### config.mk
export PLATFORM = sky130hd
export DESIGN_NAME = tmr_dma_top
export DESIGN_NICKNAME = d
export VERILOG_FILES = /design/src/rtl/tmr_pkg.sv /design/src/rtl/tmr_counter.sv /design/src/rtl/tmr_channel.sv /design/src/rtl/tmr_regs.sv /design/src/rtl/tmr_dma_top.sv
export SDC_FILE = /design/constraint.sdc
export NUM_CORES = 1
export LEC_CHECK = 0
export BUFFER_PORTS_ARGS = -buffer_cell sky130_fd_sc_hd__buf_2
export CORE_ASPECT_RATIO = 0.5
export CORE_UTILIZATION = 40
export CTS_CLUSTER_DIAMETER = 30
export DETAILED_ROUTE_END_ITERATION = 12
export SYNTH_ARGS = -nofsm -noshare
export SYNTH_HDL_FRONTEND = slang
export SYNTH_SLANG_ARGS = --single-unit
### constraint.sdc
create_clock -name clk_i -period 3.1 [get_ports clk_i]
set_clock_uncertainty 0.1 [all_clocks]
set_input_delay 0.93 -clock clk_i [delete_from_list [all_inputs] [get_ports clk_i]]
set_output_delay 0.93 -clock clk_i [all_outputs]
set_load 0.03 [all_outputs]
### src/rtl/tmr_pkg.sv
package tmr_pkg;
  localparam int unsigned ADDR_W = 4;

  localparam logic [ADDR_W-1:0] A_CTRL    = 4'd0;
  localparam logic [ADDR_W-1:0] A_PER     = 4'd1;
  localparam logic [ADDR_W-1:0] A_COUNT   = 4'd2;
  localparam logic [ADDR_W-1:0] A_FLAG    = 4'd3;
  localparam logic [ADDR_W-1:0] A_INTEN   = 4'd4;
  localparam logic [ADDR_W-1:0] A_EVCTL   = 4'd5;
  localparam logic [ADDR_W-1:0] A_CC_BASE = 4'd8;

  localparam int unsigned CTRL_RUN = 0;
  localparam int unsigned CTRL_DIR = 1;
  localparam int unsigned CTRL_BUF = 2;
  localparam int unsigned CTRL_CAP = 3;

  typedef enum logic [2:0] {
    EV_NONE   = 3'd0,
    EV_START  = 3'd1,
    EV_RETRIG = 3'd2,
    EV_STEP   = 3'd3,
    EV_CAPT   = 3'd4
  } ev_act_e;
endpackage

### src/rtl/tmr_counter.sv
module tmr_counter import tmr_pkg::*; #(
  parameter int unsigned CNT_W = 16
) (
  input  logic             clk_i,
  input  logic             rst_ni,
  input  logic             run_i,
  input  logic             dir_i,
  input  logic             buf_i,
  input  logic             ev_i,
  input  ev_act_e          ev_act_i,
  input  logic             wr_per_i,
  input  logic             wr_count_i,
  input  logic [CNT_W-1:0] wdata_i,
  output logic [CNT_W-1:0] count_o,
  output logic [CNT_W-1:0] per_o,
  output logic             tick_o,
  output logic             upd_o
);
  logic [CNT_W-1:0] count_q, per_q, pbuf_q, reload;
  logic             pbv_q, tick, at_lim, upd, retrig;

  assign tick   = run_i & ((ev_act_i != EV_STEP) | ev_i);
  assign at_lim = dir_i ? (count_q == '0) : (count_q == per_q);
  assign upd    = tick & at_lim;
  assign retrig = ev_i & (ev_act_i == EV_RETRIG);
  assign reload = dir_i ? per_q : '0;

  always_ff @(posedge clk_i or negedge rst_ni) begin
    if (!rst_ni) begin
      count_q <= '0;
    end else if (wr_count_i) begin
      count_q <= wdata_i;
    end else if (retrig) begin
      count_q <= reload;
    end else if (tick) begin
      if (upd)        count_q <= reload;
      else if (dir_i) count_q <= count_q - CNT_W'(1);
      else            count_q <= count_q + CNT_W'(1);
    end
  end

  // buffered period: copy at update, a same-cycle write refills the buffer
  always_ff @(posedge clk_i or negedge rst_ni) begin
    if (!rst_ni) begin
      per_q  <= '1;
      pbuf_q <= '1;
      pbv_q  <= 1'b0;
    end else begin
      if (upd && pbv_q) begin
        per_q <= pbuf_q;
        pbv_q <= 1'b0;
      end
      if (wr_per_i) begin
        if (buf_i) begin
          pbuf_q <= wdata_i;
          pbv_q  <= 1'b1;
        end else begin
          per_q <= wdata_i;
        end
      end
    end
  end

  assign count_o = count_q;
  assign per_o   = per_q;
  assign tick_o  = tick;
  assign upd_o   = upd;
endmodule

### src/rtl/tmr_channel.sv
module tmr_channel #(
  parameter int unsigned CNT_W = 16
) (
  input  logic             clk_i,
  input  logic             rst_ni,
  input  logic             cap_mode_i,
  input  logic             buf_i,
  input  logic             tick_i,
  input  logic             upd_i,
  input  logic [CNT_W-1:0] count_i,
  input  logic             capt_i,
  input  logic             wr_cc_i,
  input  logic             rd_cc_i,
  input  logic [CNT_W-1:0] wdata_i,
  output logic [CNT_W-1:0] cc_o,
  output logic             wo_o,
  output logic             req_o,
  output logic             evo_o,
  output logic             hit_o,
  output logic             err_o
);
  logic [CNT_W-1:0] cc_q, cbuf_q;
  logic             cbv_q, cap_vld_q, match_q, evo_q, wo_q;
  logic             match, capt, err;

  assign match = ~cap_mode_i & tick_i & (count_i == cc_q);
  assign capt  = cap_mode_i & capt_i;
  assign err   = capt & cap_vld_q & ~rd_cc_i;

  always_ff @(posedge clk_i or negedge rst_ni) begin
    if (!rst_ni) begin
      cc_q   <= '0;
      cbuf_q <= '0;
      cbv_q  <= 1'b0;
    end else begin
      if (upd_i && cbv_q && !cap_mode_i) begin
        cc_q  <= cbuf_q;
        cbv_q <= 1'b0;
      end
      if (capt) begin
        cc_q <= count_i;
      end else if (wr_cc_i) begin
        if (buf_i && !cap_mode_i) begin
          cbuf_q <= wdata_i;
          cbv_q  <= 1'b1;
        end else begin
          cc_q <= wdata_i;
        end
      end
    end
  end

  always_ff @(posedge clk_i or negedge rst_ni) begin
    if (!rst_ni) begin
      cap_vld_q <= 1'b0;
      match_q   <= 1'b0;
      evo_q     <= 1'b0;
      wo_q      <= 1'b0;
    end else begin
      match_q <= match;
      evo_q   <= match | capt;
      if (capt)             cap_vld_q <= 1'b1;
      else if (rd_cc_i)     cap_vld_q <= 1'b0;
      else if (!cap_mode_i) cap_vld_q <= 1'b0;
      if (!cap_mode_i) begin
        if (match)      wo_q <= 1'b0;
        else if (upd_i) wo_q <= 1'b1;
      end
    end
  end

  assign cc_o  = cc_q;
  assign wo_o  = wo_q;
  assign req_o = cap_mode_i ? cap_vld_q : match_q;
  assign evo_o = evo_q;
  assign hit_o = match | capt;
  assign err_o = err;
endmodule

### src/rtl/tmr_regs.sv
module tmr_regs import tmr_pkg::*; #(
  parameter  int unsigned CNT_W  = 16,
  parameter  int unsigned N_CH   = 2,
  localparam int unsigned FLAG_W = N_CH + 2
) (
  input  logic                       clk_i,
  input  logic                       rst_ni,
  input  logic                       bus_valid_i,
  input  logic                       bus_write_i,
  input  logic [ADDR_W-1:0]          bus_addr_i,
  input  logic [CNT_W-1:0]           bus_wdata_i,
  output logic [CNT_W-1:0]           bus_rdata_o,
  input  logic                       ev_i,
  input  logic [CNT_W-1:0]           count_i,
  input  logic [CNT_W-1:0]           per_i,
  input  logic [N_CH-1:0][CNT_W-1:0] cc_i,
  input  logic                       ovf_set_i,
  input  logic [N_CH-1:0]            ch_set_i,
  input  logic [N_CH-1:0]            err_set_i,
  output logic                       run_o,
  output logic                       dir_o,
  output logic                       buf_o,
  output logic [N_CH-1:0]            cap_mode_o,
  output ev_act_e                    ev_act_o,
  output logic                       wr_per_o,
  output logic                       wr_count_o,
  output logic [N_CH-1:0]            wr_cc_o,
  output logic [N_CH-1:0]            rd_cc_o,
  output logic [FLAG_W-1:0]          flags_o,
  output logic                       irq_o
);
  logic              wr, rd, unused_wbits;
  logic [N_CH-1:0]   hit_cc;
  logic              run_q, dir_q, buf_q;
  logic [N_CH-1:0]   cap_q;
  ev_act_e           act_q;
  logic [FLAG_W-1:0] inten_q, flag_q, flag_clr, flag_set;

  assign wr = bus_valid_i & bus_write_i;
  assign rd = bus_valid_i & ~bus_write_i;
  assign unused_wbits = ^bus_wdata_i;

  for (genvar g = 0; g < N_CH; g++) begin : g_dec
    assign hit_cc[g]  = (bus_addr_i == A_CC_BASE + ADDR_W'(g));
    assign wr_cc_o[g] = wr & hit_cc[g];
    assign rd_cc_o[g] = rd & hit_cc[g];
  end

  assign wr_per_o   = wr & (bus_addr_i == A_PER);
  assign wr_count_o = wr & (bus_addr_i == A_COUNT);

  always_ff @(posedge clk_i or negedge rst_ni) begin
    if (!rst_ni) begin
      run_q <= 1'b0;
      dir_q <= 1'b0;
      buf_q <= 1'b0;
      cap_q <= '0;
    end else if (wr && bus_addr_i == A_CTRL) begin
      run_q <= bus_wdata_i[CTRL_RUN];
      dir_q <= bus_wdata_i[CTRL_DIR];
      buf_q <= bus_wdata_i[CTRL_BUF];
      cap_q <= bus_wdata_i[CTRL_CAP +: N_CH];
    end else if (ev_i && (act_q == EV_START || act_q == EV_RETRIG)) begin
      run_q <= 1'b1;
    end
  end

  always_ff @(posedge clk_i or negedge rst_ni) begin
    if (!rst_ni) begin
      act_q   <= EV_NONE;
      inten_q <= '0;
    end else if (wr) begin
      if (bus_addr_i == A_EVCTL) act_q   <= ev_act_e'(bus_wdata_i[2:0]);
      if (bus_addr_i == A_INTEN) inten_q <= bus_wdata_i[FLAG_W-1:0];
    end
  end

  // set wins over a same-cycle clear
  assign flag_clr = (wr && bus_addr_i == A_FLAG) ? bus_wdata_i[FLAG_W-1:0] : '0;
  assign flag_set = {|err_set_i, ch_set_i, ovf_set_i};

  always_ff @(posedge clk_i or negedge rst_ni) begin
    if (!rst_ni) flag_q <= '0;
    else         flag_q <= (flag_q & ~flag_clr) | flag_set;
  end

  always_comb begin
    bus_rdata_o = '0;
    unique case (bus_addr_i)
      A_CTRL: begin
        bus_rdata_o[CTRL_RUN] = run_q;
        bus_rdata_o[CTRL_DIR] = dir_q;
        bus_rdata_o[CTRL_BUF] = buf_q;
        for (int i = 0; i < N_CH; i++) bus_rdata_o[CTRL_CAP+i] = cap_q[i];
      end
      A_PER:   bus_rdata_o = per_i;
      A_COUNT: bus_rdata_o = count_i;
      A_FLAG:  bus_rdata_o = CNT_W'(flag_q);
      A_INTEN: bus_rdata_o = CNT_W'(inten_q);
      A_EVCTL: bus_rdata_o = CNT_W'(act_q);
      default: begin
        for (int i = 0; i < N_CH; i++)
          if (hit_cc[i]) bus_rdata_o = cc_i[i];
      end
    endcase
  end

  assign run_o      = run_q;
  assign dir_o      = dir_q;
  assign buf_o      = buf_q;
  assign cap_mode_o = cap_q;
  assign ev_act_o   = act_q;
  assign flags_o    = flag_q;
  assign irq_o      = |(flag_q & inten_q);
endmodule

### src/rtl/tmr_dma_top.sv
module tmr_dma_top import tmr_pkg::*; #(
  parameter int unsigned CNT_W = 16,
  parameter int unsigned N_CH  = 2
) (
  input  logic              clk_i,
  input  logic              rst_ni,
  input  logic              bus_valid_i,
  input  logic              bus_write_i,
  input  logic [ADDR_W-1:0] bus_addr_i,
  input  logic [CNT_W-1:0]  bus_wdata_i,
  output logic [CNT_W-1:0]  bus_rdata_o,
  input  logic              ev_i,
  output logic [N_CH-1:0]   wo_o,
  output logic              dma_ovf_o,
  output logic [N_CH-1:0]   dma_ch_o,
  output logic              ev_ovf_o,
  output logic [N_CH-1:0]   ev_ch_o,
  output logic              irq_o
);
  localparam int unsigned FLAG_W = N_CH + 2;

  logic                       run, dir, buf_en, tick, upd, wr_per, wr_count, capt_ev, ovf_q;
  logic [CNT_W-1:0]           count, per;
  logic [N_CH-1:0][CNT_W-1:0] cc;
  logic [N_CH-1:0]            cap_mode, wr_cc, rd_cc, hit, err_set;
  logic [FLAG_W-1:0]          flags;
  ev_act_e                    ev_act;

  tmr_regs #(.CNT_W(CNT_W), .N_CH(N_CH)) u_regs (
    .clk_i, .rst_ni, .bus_valid_i, .bus_write_i, .bus_addr_i, .bus_wdata_i, .bus_rdata_o,
    .ev_i,
    .count_i(count), .per_i(per), .cc_i(cc),
    .ovf_set_i(upd), .ch_set_i(hit), .err_set_i(err_set),
    .run_o(run), .dir_o(dir), .buf_o(buf_en), .cap_mode_o(cap_mode), .ev_act_o(ev_act),
    .wr_per_o(wr_per), .wr_count_o(wr_count), .wr_cc_o(wr_cc), .rd_cc_o(rd_cc),
    .flags_o(flags), .irq_o
  );

  tmr_counter #(.CNT_W(CNT_W)) u_cnt (
    .clk_i, .rst_ni, .run_i(run), .dir_i(dir), .buf_i(buf_en), .ev_i, .ev_act_i(ev_act),
    .wr_per_i(wr_per), .wr_count_i(wr_count), .wdata_i(bus_wdata_i),
    .count_o(count), .per_o(per), .tick_o(tick), .upd_o(upd)
  );

  assign capt_ev = ev_i & (ev_act == EV_CAPT);

  for (genvar g = 0; g < N_CH; g++) begin : g_ch
    tmr_channel #(.CNT_W(CNT_W)) u_ch (
      .clk_i, .rst_ni, .cap_mode_i(cap_mode[g]), .buf_i(buf_en), .tick_i(tick), .upd_i(upd),
      .count_i(count), .capt_i(capt_ev), .wr_cc_i(wr_cc[g]), .rd_cc_i(rd_cc[g]),
      .wdata_i(bus_wdata_i), .cc_o(cc[g]), .wo_o(wo_o[g]), .req_o(dma_ch_o[g]),
      .evo_o(ev_ch_o[g]), .hit_o(hit[g]), .err_o(err_set[g])
    );
  end

  always_ff @(posedge clk_i or negedge rst_ni) begin
    if (!rst_ni) ovf_q <= 1'b0;
    else         ovf_q <= upd;
  end

  assign dma_ovf_o = ovf_q;
  assign ev_ovf_o  = ovf_q;
endmodule

After elaboration in Yosys (flattened, before gate mapping)
Index checks and enable logic that the tools add are counted.

Word-level logic and storage cells: 156. Bits in latches: 0. Bits of input ports: 25. Flip-flop bits (word level): 140. Bits in writable memories: 0. Memories: 0. Output and inout bits: 25. Bits in read-only memories: 0.

Shifts and indexed selects: 0. Multiplexer cells: 47. Bitwise gates (word level): 36. Multipliers: 0. Reduce and logical (&&, ||, !) cells: 29. $add $sub $neg: 2. Div/mod/pow operators: 0. Order comparisons: 0. Equal/unequal tests: 16.

Operators by type and width (number): $mux 16 (19); $eq 16x16->1 (3); $pmux 11 s3 (1); $pmux 5 s6 (1); $mux 1 (25); $and 1x1->1 (22); $add 16x1->16 const B (1); $logic_not 16->1 (1); $sub 16x1->16 const B (1); $logic_and 1x1->1 (10); $reduce_and 2->1 (5); $and 4x4->4 (2); $eq 4x2->1 const B (2); $eq 4x3->1 const B (2); $eq 4x4->1 const B (2); $reduce_or 4->1 (2); $not 1->1 (7); $ne 3x1->1 const B (2); $reduce_and 3->1 (2); $reduce_bool 2->1 (3); $eq 4x1->1 const B (1); $logic_not 4->1 (1); $mux 4 (1); $not 4->4 (1); other kinds (10) (13).

Longest topological paths before layout
Gate-level depths: netlist (run 1).

Word-level depth: 10. Gate-level depth with buffers: 10.

Modules after synthesis
Synthesis (run 1) repeated with hierarchy kept, for this count alone.

Cell total of the unflattened synthesis: 907. Area total of the unflattened synthesis: 8620.8 µm².

By module, submodules not included: tmr_channel (instances 2, cells an instance 199, area an instance 1910.6 µm², seq. area each 925.9 µm²); tmr_counter (instances 1, cells an instance 335, area an instance 3285.7 µm², seq. area each 1266.2 µm²); tmr_regs (instances 1, cells an instance 171, area an instance 1468.9 µm², seq. area each 400.4 µm²); tmr_dma_top (instances 1, cells an instance 3, area an instance 45.0 µm², seq. area each 25.0 µm²).

Least setup slack after synthesis (run 1)
Ideal clock, no wire load.

Kind: input-to-output. Start point: input port bus_addr_i[0]. End point: output port bus_rdata_o[3]. Stages: 5. Path slack: -0.212 ns. Arrival time: 2.282 ns. Cell sequence: buf_2 mux4_2 nor2b_1 a31oi_1 o21ai_0.

Longest elaborated chain between the ends: 4. Elaborated cells on any way between the ends: 11.

RTL lines: from (decl) (RTL line tmr_dma_top.sv:9) `input logic [ADDR_W-1:0] bus_addr_i,`; $eq 4x4->1 (RTL line tmr_regs.sv:44) `assign hit_cc[g] = (bus_addr_i == A_CC_BASE + ADDR_W'(g));`; $mux 16 (2 in series) (RTL line tmr_regs.sv:103) `if (hit_cc[i]) bus_rdata_o = cc_i[i];`; $pmux 5 s6 * (RTL line tmr_regs.sv:89) `unique case (bus_addr_i)`; to (decl) (RTL line tmr_dma_top.sv:11) `output logic [CNT_W-1:0] bus_rdata_o,`.

Every way passes the cells marked *; elsewhere a longest branch is shown, timed or not.

Worst setup path after layout (run 1)
Same ends and word-level chain as after synthesis.

==> impl_metrics.env, run 1 <==
export IMPL_outcome="complete, no violations"
export IMPL_io_pins=50
export IMPL_cts_inserted_buffers=17
export IMPL_post_route_drc_count=0
export IMPL_cp_arrival_ns=2.05
export IMPL_synth_net_count=922
export IMPL_syn_avg_cell_area_um2=9.920
export IMPL_required_ns=2.07
export IMPL_die_h_um=106.6
export IMPL_nNetsFinal=978
export IMPL_r2r_start="u_regs.dir_o$_DFFE_PN0P_"
export IMPL_final_util=0.4891
export IMPL_slew_violations=0
export IMPL_totalWireLength_mm=26.63
export IMPL_die_x_um=211.2
export IMPL_slew_headroom=0.5493
export IMPL_synth_most_common_cell="dfrtp_1"
export IMPL_ys_seq_area_frac=0.4050
export IMPL_clockBufferDepth=2
export IMPL_fin_crit_sh=0.9925
export IMPL_crit_start="bus_addr_i[0]"
export IMPL_h_tree_depth=4
export IMPL_syn_area_um2=8750
export IMPL_setup_viol_count_final=0
export IMPL_path_class="input port to output pin"
export IMPL_synth_commonest_cells="dfrtp_1, o21ai_0, nand2_1"
export IMPL_rsz0062_at_grt="yes"
export IMPL_cp_max_fo=5
export IMPL_numPortBuffers=49
export IMPL_synth_ff_type="dfrtp_1"
export IMPL_ant_nets=0
export IMPL_crit_path_top_delay_cell="mux4_2"
export IMPL_irDropWorstVdd_mv=0.3342
export IMPL_cts_tree="built"
export IMPL_antenna_found_initial=0
export IMPL_synthCells=882
export IMPL_worst_slew_pin_slew_ns=0.6744
export IMPL_hold_path_class="input port to asynchronous set/reset pin"
export IMPL_critPathMaxStageDelay_ns=0.49
export IMPL_core_um2=20970
export IMPL_synthArstFlopShare=1.000
export IMPL_grt_total_usage=0.2479
export IMPL_drv_cap=0
export IMPL_grt_max_degree=51
export IMPL_hold_viol=0
export IMPL_place_ws_ns=-0.07337
export IMPL_grt_pass1_wl_mm=41.90
export IMPL_synth_edff_count=0
export IMPL_cp_end_kind="output pin"
export IMPL_die_area_um2=22510
export IMPL_clkLatencyLatePin_ns=0.43
export IMPL_area_growth_pct=17.23
export IMPL_layout_drive_gt1_share=0.2797
export IMPL_fmax_ghz=0.3250
export IMPL_synth_top_area_cell="dfrtp_1"
export IMPL_start_kind="input port"
export IMPL_overflow=0
export IMPL_vias_per_cell=5.806
export IMPL_p_leak_nw=4.614
export IMPL_ys_ff_latch=140
export IMPL_place_gp_congestion=0.8753
export IMPL_cts_root_buf="clkbuf_16"
export IMPL_crit_chain="buf_12 > mux4_2 > nor2b_4 > a31oi_1 > o21ai_1 > buf_4"
export IMPL_antenna_cells=0
export IMPL_yosysTopAreaCellShare=0.3089
export IMPL_synth_warnings=0
export IMPL_hpwl_mm=18.97
export IMPL_drt_iter0_drc=684
export IMPL_ys_types=73
export IMPL_min_period_ns=3.077
export IMPL_routedWlPerCell_um=21.43
export IMPL_cts_clk_slew_worst_paths_ns=0.06
export IMPL_cts_sinks=140
export IMPL_placementRows=37
export IMPL_timing_final_ws_setup_ns=0.02315
export IMPL_grt_pass1_vias=7076
export IMPL_synthTopCellsByArea="dfrtp_1, dfstp_2, mux2_2, mux2i_1, o21ai_0"
export IMPL_p_per_area_nw_per_um2=819.5
export IMPL_vias=7217
export IMPL_drt_pass1_iter_count=7
export IMPL_start_util=0.4172
[stage by stage]
| stage | cell area (um2) | cells | hold slack [ns] | total power, mW | TNS (ns) |
|---|---|---|---|---|---|
| detailed placement | 9510 | 1206 | 0.3691 | 6.245 | -0.6776 |
| floorplan | 8770 | 882 | 0.3416 | 5.279 | -0.03772 |
| finish | 10260 | 1243 | 0.3443 | 8.406 | 0 |
| CTS | 10200 | 1241 | 0.3614 | 8.364 | 0 |
| global placement | 9510 | 1206 | 0.3621 | 6.185 | -1.102 |
| global route | 10260 | 1243 | 0.3750 | 8.880 | -0.05910 |
[placed cells by master, fill, tap and decap left out, drive strengths merged, types with 10 or more instances in the layout]
master  instances
a211oi         14
a21oi          71
dfstp          32
buf           115
nand3          15
a21o           43
mux2i          60
nor2           17
a222oi         11
clkbuf         24
dfrtp         108
inv            10
ha             14
nand2          84
xnor2          46
o21ai          88
xor2           13
mux2           61
nor3           10
nand4          11
[cell type report]
cell class,instances,area [um2]
Fill cell,1928,10710
Tap cell,292,365.4
Inverter,10,37.54
Timing Repair Buffer,117,972.2
Clock buffer,22,484.2
Clock inverter,10,113.9
Sequential cell,140,3543
Multi-Input combinational cell,652,4741
[kinds of logic (layout without fill, tap and decap cells)]
family	after synthesis	in the layout	synth area share
buf+inv	90	159	0.05906
xor+xnor	59	59	0.05906
compound gates	263	263	0.1876
simple gates	193	193	0.1173
fa+ha+maj	15	15	0.02231
mux	122	122	0.1497
flops	140	140	0.4050
[critical path, delay by kind of cell]
kind	cells	cell delay (ns)
compound gates	2	0.21
simple gates	1	0.13
buf+inv	2	0.28
mux	1	0.49
[repair_timing]
| action | CTS | global route |
|---|---|---|
| hold buffers | 0 | 0 |
| setup buffers | 2 | 2 |
| cloned | 1 | 0 |
| endpoints found under the setup margin | 15 | 16 |
| resized for setup | 24 | 14 |
| endpoints found under the hold margin | 0 | 0 |
| pin swaps | 4 | 6 |
[state kept, by name, summed over array words and instances (netlist names), 3 cells and up]
| signal | flops |
|---|---|
| u_regs.ev_act_o | 3 |
| u_cnt.pbuf_q | 16 |
| g_ch.u_ch.cbuf_q | 32 |
| u_cnt.per_o | 16 |
| u_cnt.count_o | 16 |
| u_regs.flags_o | 4 |
| g_ch.u_ch.cc_o | 32 |
| u_regs.inten_q | 4 |
[report_power, final]
group | switching (mW) | internal [mW] | leakage (nW)
registers | 0.643 | 2.34 | 1.70
logic | 1.75 | 1.57 | 2.63
clock network | 0.829 | 1.27 | 0.284
total | 3.23 | 5.18 | 4.61
[worst paths after layout]
path	slack (ns)	depth (start not counted)	end
worst max-delay path	0.02	6	bus_rdata_o[3]
worst min-delay path	0.34	1	u_regs.flags_o[1]$_DFF_PN0_
worst max register to register	0.25	8	u_cnt.count_o[10]$_DFFE_PN0P_
worst min register to register	0.38	1	g_ch[1].u_ch.cbv_q$_DFF_PN0_
max in group asynchronous	1.85	2	u_cnt.per_o[7]$_DFF_PN1_
min in group clk_i	0.38	1	g_ch[1].u_ch.cbv_q$_DFF_PN0_
[routing by layer]
metal	track usage	vias to the layer above	routed length (um)
met1	0.3789	3601	13150
met2	0.3578	273	11080
li1	-	3307	-
met4	0.06470	0	372
met5	0	-	0
met3	0.04247	36	2037
(Power assumes the default switching activity.)
==> run 2: changes to the inputs <==
Settings changed: PLACE_DENSITY from default to 0.61, SETUP_SLACK_MARGIN from default to 0.2.
==> impl_metrics.env, run 2 (same netlist as run 1, synthesis figures left out) <==
export IMPL_vias_per_cell=5.898
export IMPL_drt_iter0_drc=772
export IMPL_setup_viol_count_final=0
export IMPL_vias=7408
export IMPL_overflow=0
export IMPL_start_kind="input port"
export IMPL_place_ws_ns=-0.1431
export IMPL_path_class="input port to output pin"
export IMPL_io_pins=50
export IMPL_clkPwrFrac=0.239
export IMPL_grt_total_usage=0.2489
export IMPL_cts_hold_buf=0
export IMPL_cp_top_family="buffers and inverters"
export IMPL_h_tree_depth=4
export IMPL_numPortBuffers=49
export IMPL_drt_pass1_iter_count=5
export IMPL_r2r_start="u_regs.dir_o$_DFFE_PN0P_"
export IMPL_p_per_area_nw_per_um2=807.0
export IMPL_crit_chain="buf_8 > nand2b_4 > nor3_4 > buf_12 > a222oi_1 > buf_4 > nand2_4 > buf_6"
export IMPL_cp_arrival_ns=2.06
export IMPL_antenna_found_initial=1
export IMPL_layout_drive_gt1_share=0.3174
export IMPL_area_growth_pct=20.31
export IMPL_pwr_share_seq=0.355
export IMPL_cts_tree="built"
export IMPL_hpwl_mm=19.47
export IMPL_core_um2=20970
export IMPL_totalWireLength_mm=27.34
export IMPL_die_x_um=211.2
export IMPL_start_util=0.4172
export IMPL_clkLatencyLatePin_ns=0.42
export IMPL_timing_rr_end="u_cnt.count_o[13]$_DFFE_PN0P_"
export IMPL_rsz0062_at_grt="yes"
export IMPL_routedWlPerCell_um=21.76
export IMPL_hold_path_class="input port to asynchronous set/reset pin"
export IMPL_timing_final_ws_setup_ns=0.005968
export IMPL_slew_headroom=0.5652
export IMPL_r2r_slack_ns=0.35
export IMPL_p_sw_frac=0.3935
export IMPL_ant_nets=0
export IMPL_p_comb_frac=0.407
export IMPL_placed_cell_area_um2=9567
export IMPL_antenna_cells=0
export IMPL_cp_end_kind="output pin"
export IMPL_grt_max_degree=56
export IMPL_critPathMaxStageDelay_ns=0.35
export IMPL_die_h_um=106.6
export IMPL_fmax_ghz=0.3232
export IMPL_layout_common_cells="dfrtp_1, o21ai_0, nand2_1"
export IMPL_cts_inserted_buffers=17
export IMPL_worst_path_buf_inv=4
export IMPL_reg2reg_depth=9
export IMPL_cts_sinks=140
export IMPL_cts_clk_slew_worst_paths_ns=0.06
export IMPL_die_area_um2=22510
export IMPL_slew_violations=0
export IMPL_power_switching_mw=3.343
export IMPL_irDropWorstVdd_mv=0.3762
export IMPL_fin_crit_sh=0.9981
export IMPL_final_util=0.5019
export IMPL_placementRows=37
export IMPL_intPower_mw=5.152
export IMPL_hold_viol=0
export IMPL_min_period_ns=3.094
export IMPL_drv_cap=0
export IMPL_grt_pass1_vias=7047
export IMPL_outcome="complete, no violations"
export IMPL_place_gp_congestion=0.9014
export IMPL_p_leak_nw=4.710
export IMPL_worst_slew_pin_slew_ns=0.6507
export IMPL_post_route_drc_count=0
export IMPL_design_area_um2=10530
export IMPL_clockBufferDepth=2
export IMPL_cp_max_fo=13
export IMPL_required_ns=2.07
export IMPL_cts_root_buf="clkbuf_16"
export IMPL_cp_num_cells=8
export IMPL_nNetsFinal=991
export IMPL_crit_path_top_delay_cell="a222oi_1"
export IMPL_grt_pass1_wl_mm=42.03
export IMPL_final_common_cell="dfrtp_1"
## run 2: changes by cell type in the layout (fill, tap and decap cells not counted), moves of 5 or more
cell | before | now
buf_2 | 34 | 28
a21oi_1 | 66 | 60
buf_6 | 9 | 25
nand2_1 | 84 | 66
nand2_2 | 0 | 15
buf_4 | 60 | 65
## run 2: what timing repair did
item | in CTS | in global routing
buffers inserted | 9 | 1
gates cloned | 2 | 0
resized for setup | 69 | 14
endpoints found under the setup margin | 16 | 17
pin swaps | 17 | 9
## run 2: power by group through the flow
| stage | clock (mW) | sequential, mW | combinational, mW |
|---|---|---|---|
| global route | 2.13 | 3.05 | 3.74 |
| CTS | 2.04 | 2.99 | 3.40 |
| floorplan | 0 | 2.67 | 2.62 |
| detailed placement | 0 | 3.01 | 3.30 |
| global placement | 0 | 3.01 | 3.23 |
| finish | 2.03 | 3.01 | 3.46 |
## run 2: through the flow
| step | instances | total power [mW] | setup TNS [ns] | hold slack (ns) |
|---|---|---|---|---|
| after floorplan | 882 | 5.294 | 0 | 0.3416 |
| after global placement | 1212 | 6.237 | -0.6898 | 0.3593 |
| after detailed placement | 1212 | 6.309 | -0.9897 | 0.3672 |
| after CTS | 1255 | 8.427 | 0 | 0.3688 |
| after global routing | 1256 | 8.918 | -0.1941 | 0.3885 |
| final | 1256 | 8.495 | 0 | 0.3498 |
## run 2: area by class of cell
class	count	area, um2
fill	1910	10450
multi-input combinational	652	4855
sequential	140	3546
timing repair buffer	130	1147
clock buffer	19	432.9
tap	292	365.4
clock inverter	13	142.6
inverter	10	37.54
## run 2: worst max-delay path by stage
stage / from / to / slack [ns]
floorplan: bus_addr_i[0] / bus_rdata_o[3] / 0.11
global placement: bus_addr_i[0] / bus_rdata_o[3] / -0.11
detailed placement: bus_addr_i[0] / bus_rdata_o[5] / -0.14
CTS: bus_addr_i[2] / bus_rdata_o[5] / 0.002
global route: bus_addr_i[0] / bus_rdata_o[3] / -0.05
finish: bus_addr_i[2] / bus_rdata_o[5] / 0.006
## run 2: metal layers
layer,GRT usage,vias to the layer above,share of wire
met3,0.04862,26,0.074
met2,0.3588,285,0.42
met1,0.3726,3756,0.49
li1,-,3339,-
met5,0,-,0.00048
met4,0.07660,2,0.012
## run 2: worst reg2reg max path, cell delays in order, from the launching register on
cell and delay [ns]:
dfrtp_1 0.51, buf_4 0.31, ha_1 0.34, a21oi_1 0.18
o21ai_0 0.13, a22o_1 0.26, a211oi_2 0.17, xor2_1 0.20
mux2i_1 0.10, a221o_1 0.33
==> run 3: changes to the inputs <==
Settings changed: ABC_AREA from default to 1.
==> impl_metrics.env, run 3 <==
export IMPL_outcome="complete, no violations"
export IMPL_placed_cell_area_um2=9858
export IMPL_synthCells=1273
export IMPL_fmax_ghz=0.3235
export IMPL_antenna_cells=0
export IMPL_hold_viol=0
export IMPL_totalWireLength_mm=35.83
export IMPL_drt_pass1_iter_count=6
export IMPL_synthTopCellsByArea="dfrtp_1, nand2_1, dfstp_2, o21ai_0, inv_1"
export IMPL_cts_inserted_buffers=17
export IMPL_cts_tree="built"
export IMPL_fin_tns_setup_ns=0
export IMPL_clockBufferDepth=2
export IMPL_syn_area_um2=9016
export IMPL_irDropWorstVdd_mv=0.4175
export IMPL_design_area_um2=10960
export IMPL_synthArstFlopShare=1.000
export IMPL_synth_top_area_cell="dfrtp_1"
export IMPL_die_x_um=214.3
export IMPL_routedWlPerCell_um=21.65
export IMPL_slew_violations=0
export IMPL_cp_arrival_ns=2.06
export IMPL_core_um2=21870
export IMPL_die_area_um2=23180
export IMPL_worst_slew_pin_slew_ns=1.202
export IMPL_ys_ff_latch=140
export IMPL_vias=9353
export IMPL_start_kind="input port"
export IMPL_start_util=0.4122
export IMPL_io_pins=50
export IMPL_ant_nets=0
export IMPL_area_growth_pct=21.58
export IMPL_timing_hold_ws_ns=0.3464
export IMPL_synth_most_common_cell="nand2_1"
export IMPL_cts_root_buf="clkbuf_16"
export IMPL_synth_edff_count=0
export IMPL_path_class="input port to output pin"
export IMPL_grt_pass1_wl_mm=53.53
export IMPL_p_leak_nw=5.231
export IMPL_cp_max_fo=6
export IMPL_dp_cells=1613
export IMPL_ys_seq_area_frac=0.3930
export IMPL_place_gp_congestion=1.034
export IMPL_numPortBuffers=49
export IMPL_rsz0062_at_grt="yes"
export IMPL_placementRows=38
export IMPL_fill_cells=2167
export IMPL_fin_crit_sh=0.9971
export IMPL_ys_types=51
export IMPL_p_per_area_nw_per_um2=828.2
export IMPL_required_ns=2.07
export IMPL_fin_cells=1655
export IMPL_synth_ff_type="dfrtp_1"
export IMPL_overflow=0
export IMPL_clkLatencyLatePin_ns=0.45
export IMPL_nNetsFinal=1382
export IMPL_min_period_ns=3.091
export IMPL_cts_sinks=140
export IMPL_vias_per_cell=5.651
export IMPL_synth_net_count=1313
export IMPL_h_tree_depth=4
export IMPL_post_route_drc_count=0
export IMPL_hpwl_mm=26.40
export IMPL_syn_avg_cell_area_um2=7.083
export IMPL_setup_viol_count_final=0
export IMPL_synth_warnings=0
export IMPL_drt_iter0_drc=1070
export IMPL_slew_headroom=0.1988
export IMPL_die_h_um=108.2
export IMPL_grt_max_degree=55
export IMPL_grt_pass1_vias=8586
export IMPL_cp_end_kind="output pin"
export IMPL_synth_commonest_cells="nand2_1, o21ai_0, inv_1"
export IMPL_final_common_cell="nand2_1"
export IMPL_grt_total_usage=0.3131
export IMPL_antenna_found_initial=0
export IMPL_layout_drive_gt1_share=0.2015
export IMPL_cts_clk_slew_worst_paths_ns=0.07
export IMPL_power_total_mw=9.079
export IMPL_hold_path_class="input port to asynchronous set/reset pin"
export IMPL_yosysTopAreaCellShare=0.2998
export IMPL_layout_common_cells="nand2_1, o21ai_0, inv_1"
export IMPL_drv_cap=0
run 3: cell count changes after synthesis, moves of 33 or more:
| cell | before | now |
|---|---|---|
| xnor2_1 | 46 | 13 |
| mux2i_1 | 60 | 0 |
| inv_1 | 10 | 132 |
| nor2_1 | 17 | 63 |
| o21ai_0 | 86 | 140 |
| nand2_1 | 84 | 406 |
| mux2_2 | 60 | 0 |
| a21o_1 | 42 | 0 |
| nand4_1 | 11 | 45 |
| nand3_1 | 14 | 82 |
| a21oi_1 | 69 | 29 |
run 3: layout make-up:
class,instances,area [um2],share of cell area
Timing Repair Buffer,120,1026,0.09360
Multi-Input combinational cell,913,4846,0.4421
Sequential cell,140,3546,0.3235
Clock inverter,14,153.9,0.01404
Inverter,150,575.6,0.05251
Clock buffer,18,439.2,0.04006
Tap cell,300,375.4,0.03424
run 3: kinds of logic (layout without fill, tap and decap cells):
family                     count (synthesis)  in the layout  synth area share
buffers and inverters                    220            302            0.1031
xor gates and xnor gates                  23             23           0.02234
AOI/OAI and AO/OA                        240            240            0.1524
adders and majority gates                 15             15           0.02165
and+or+nand+nor                          635            635            0.3075
DFF                                      140            140            0.3930
run 3: per-stage QoR:
stage / setup slack [ns] / util
global route: -0.04964 / 0.5012
finish: 0.008942 / 0.5012
detailed placement: -0.2181 / 0.4507
CTS: 0.01379 / 0.4921
global placement: -0.1768 / 0.4507
floorplan: 0.1037 / -
run 3: routing by layer:
| metal | vias up | track usage | share of wire |
|---|---|---|---|
| met1 | 4497 | 0.4654 | 0.47 |
| met3 | 48 | 0.1241 | 0.13 |
| li1 | 4315 | - | - |
| met2 | 491 | 0.4160 | 0.38 |
| met4 | 2 | 0.06020 | 0.013 |
| met5 | - | 0.03125 | 0.0028 |
run 3: worst paths after layout:
| check | from | endpoint | slack (ns) | cells past startpoint |
|---|---|---|---|---|
| max in group asynchronous | rst_ni | u_cnt.per_o[14]$_DFF_PN1_ | 1.80 | 2 |
| min in group clk_i | g_ch[1].u_ch.wo_o$_DFFE_PN0P_ | g_ch[1].u_ch.wo_o$_DFFE_PN0P_ | 0.39 | 1 |
| min | rst_ni | g_ch[0].u_ch.cbuf_q[7]$_DFFE_PN0P_ | 0.35 | 1 |
| max | bus_addr_i[3] | bus_rdata_o[0] | 0.009 | 10 |
| min reg2reg | g_ch[1].u_ch.wo_o$_DFFE_PN0P_ | g_ch[1].u_ch.wo_o$_DFFE_PN0P_ | 0.39 | 1 |
| max reg2reg | u_cnt.per_o[4]$_DFF_PN1_ | u_cnt.per_o[6]$_DFF_PN1_ | 0.35 | 14 |
run 3: power by group:
group	leakage, nW	switching (mW)	internal, mW
Clock	0.285	0.946	1.16
Sequential	1.71	0.820	2.35
Combinational	3.24	2.40	1.41
run 3: worst max-delay path: stages:
cell and delay, ns:
buf_8 0.10, nor2_4 0.15, nand2_4 0.09, nor2_4 0.15, inv_4 0.07, o22ai_4 0.15, a221oi_2 0.05, buf_4 0.15
o2111ai_4 0.06, buf_6 0.16
run 3: timing repair:
| action | 4_1_cts | 5_1_grt |
|---|---|---|
| resized for setup | 75 | 33 |
| pin swaps | 12 | 14 |
| hold buffers | 0 | 0 |
| setup buffers | 7 | 2 |
| endpoints found under the setup margin | 16 | 17 |
| cloned | 0 | 1 |
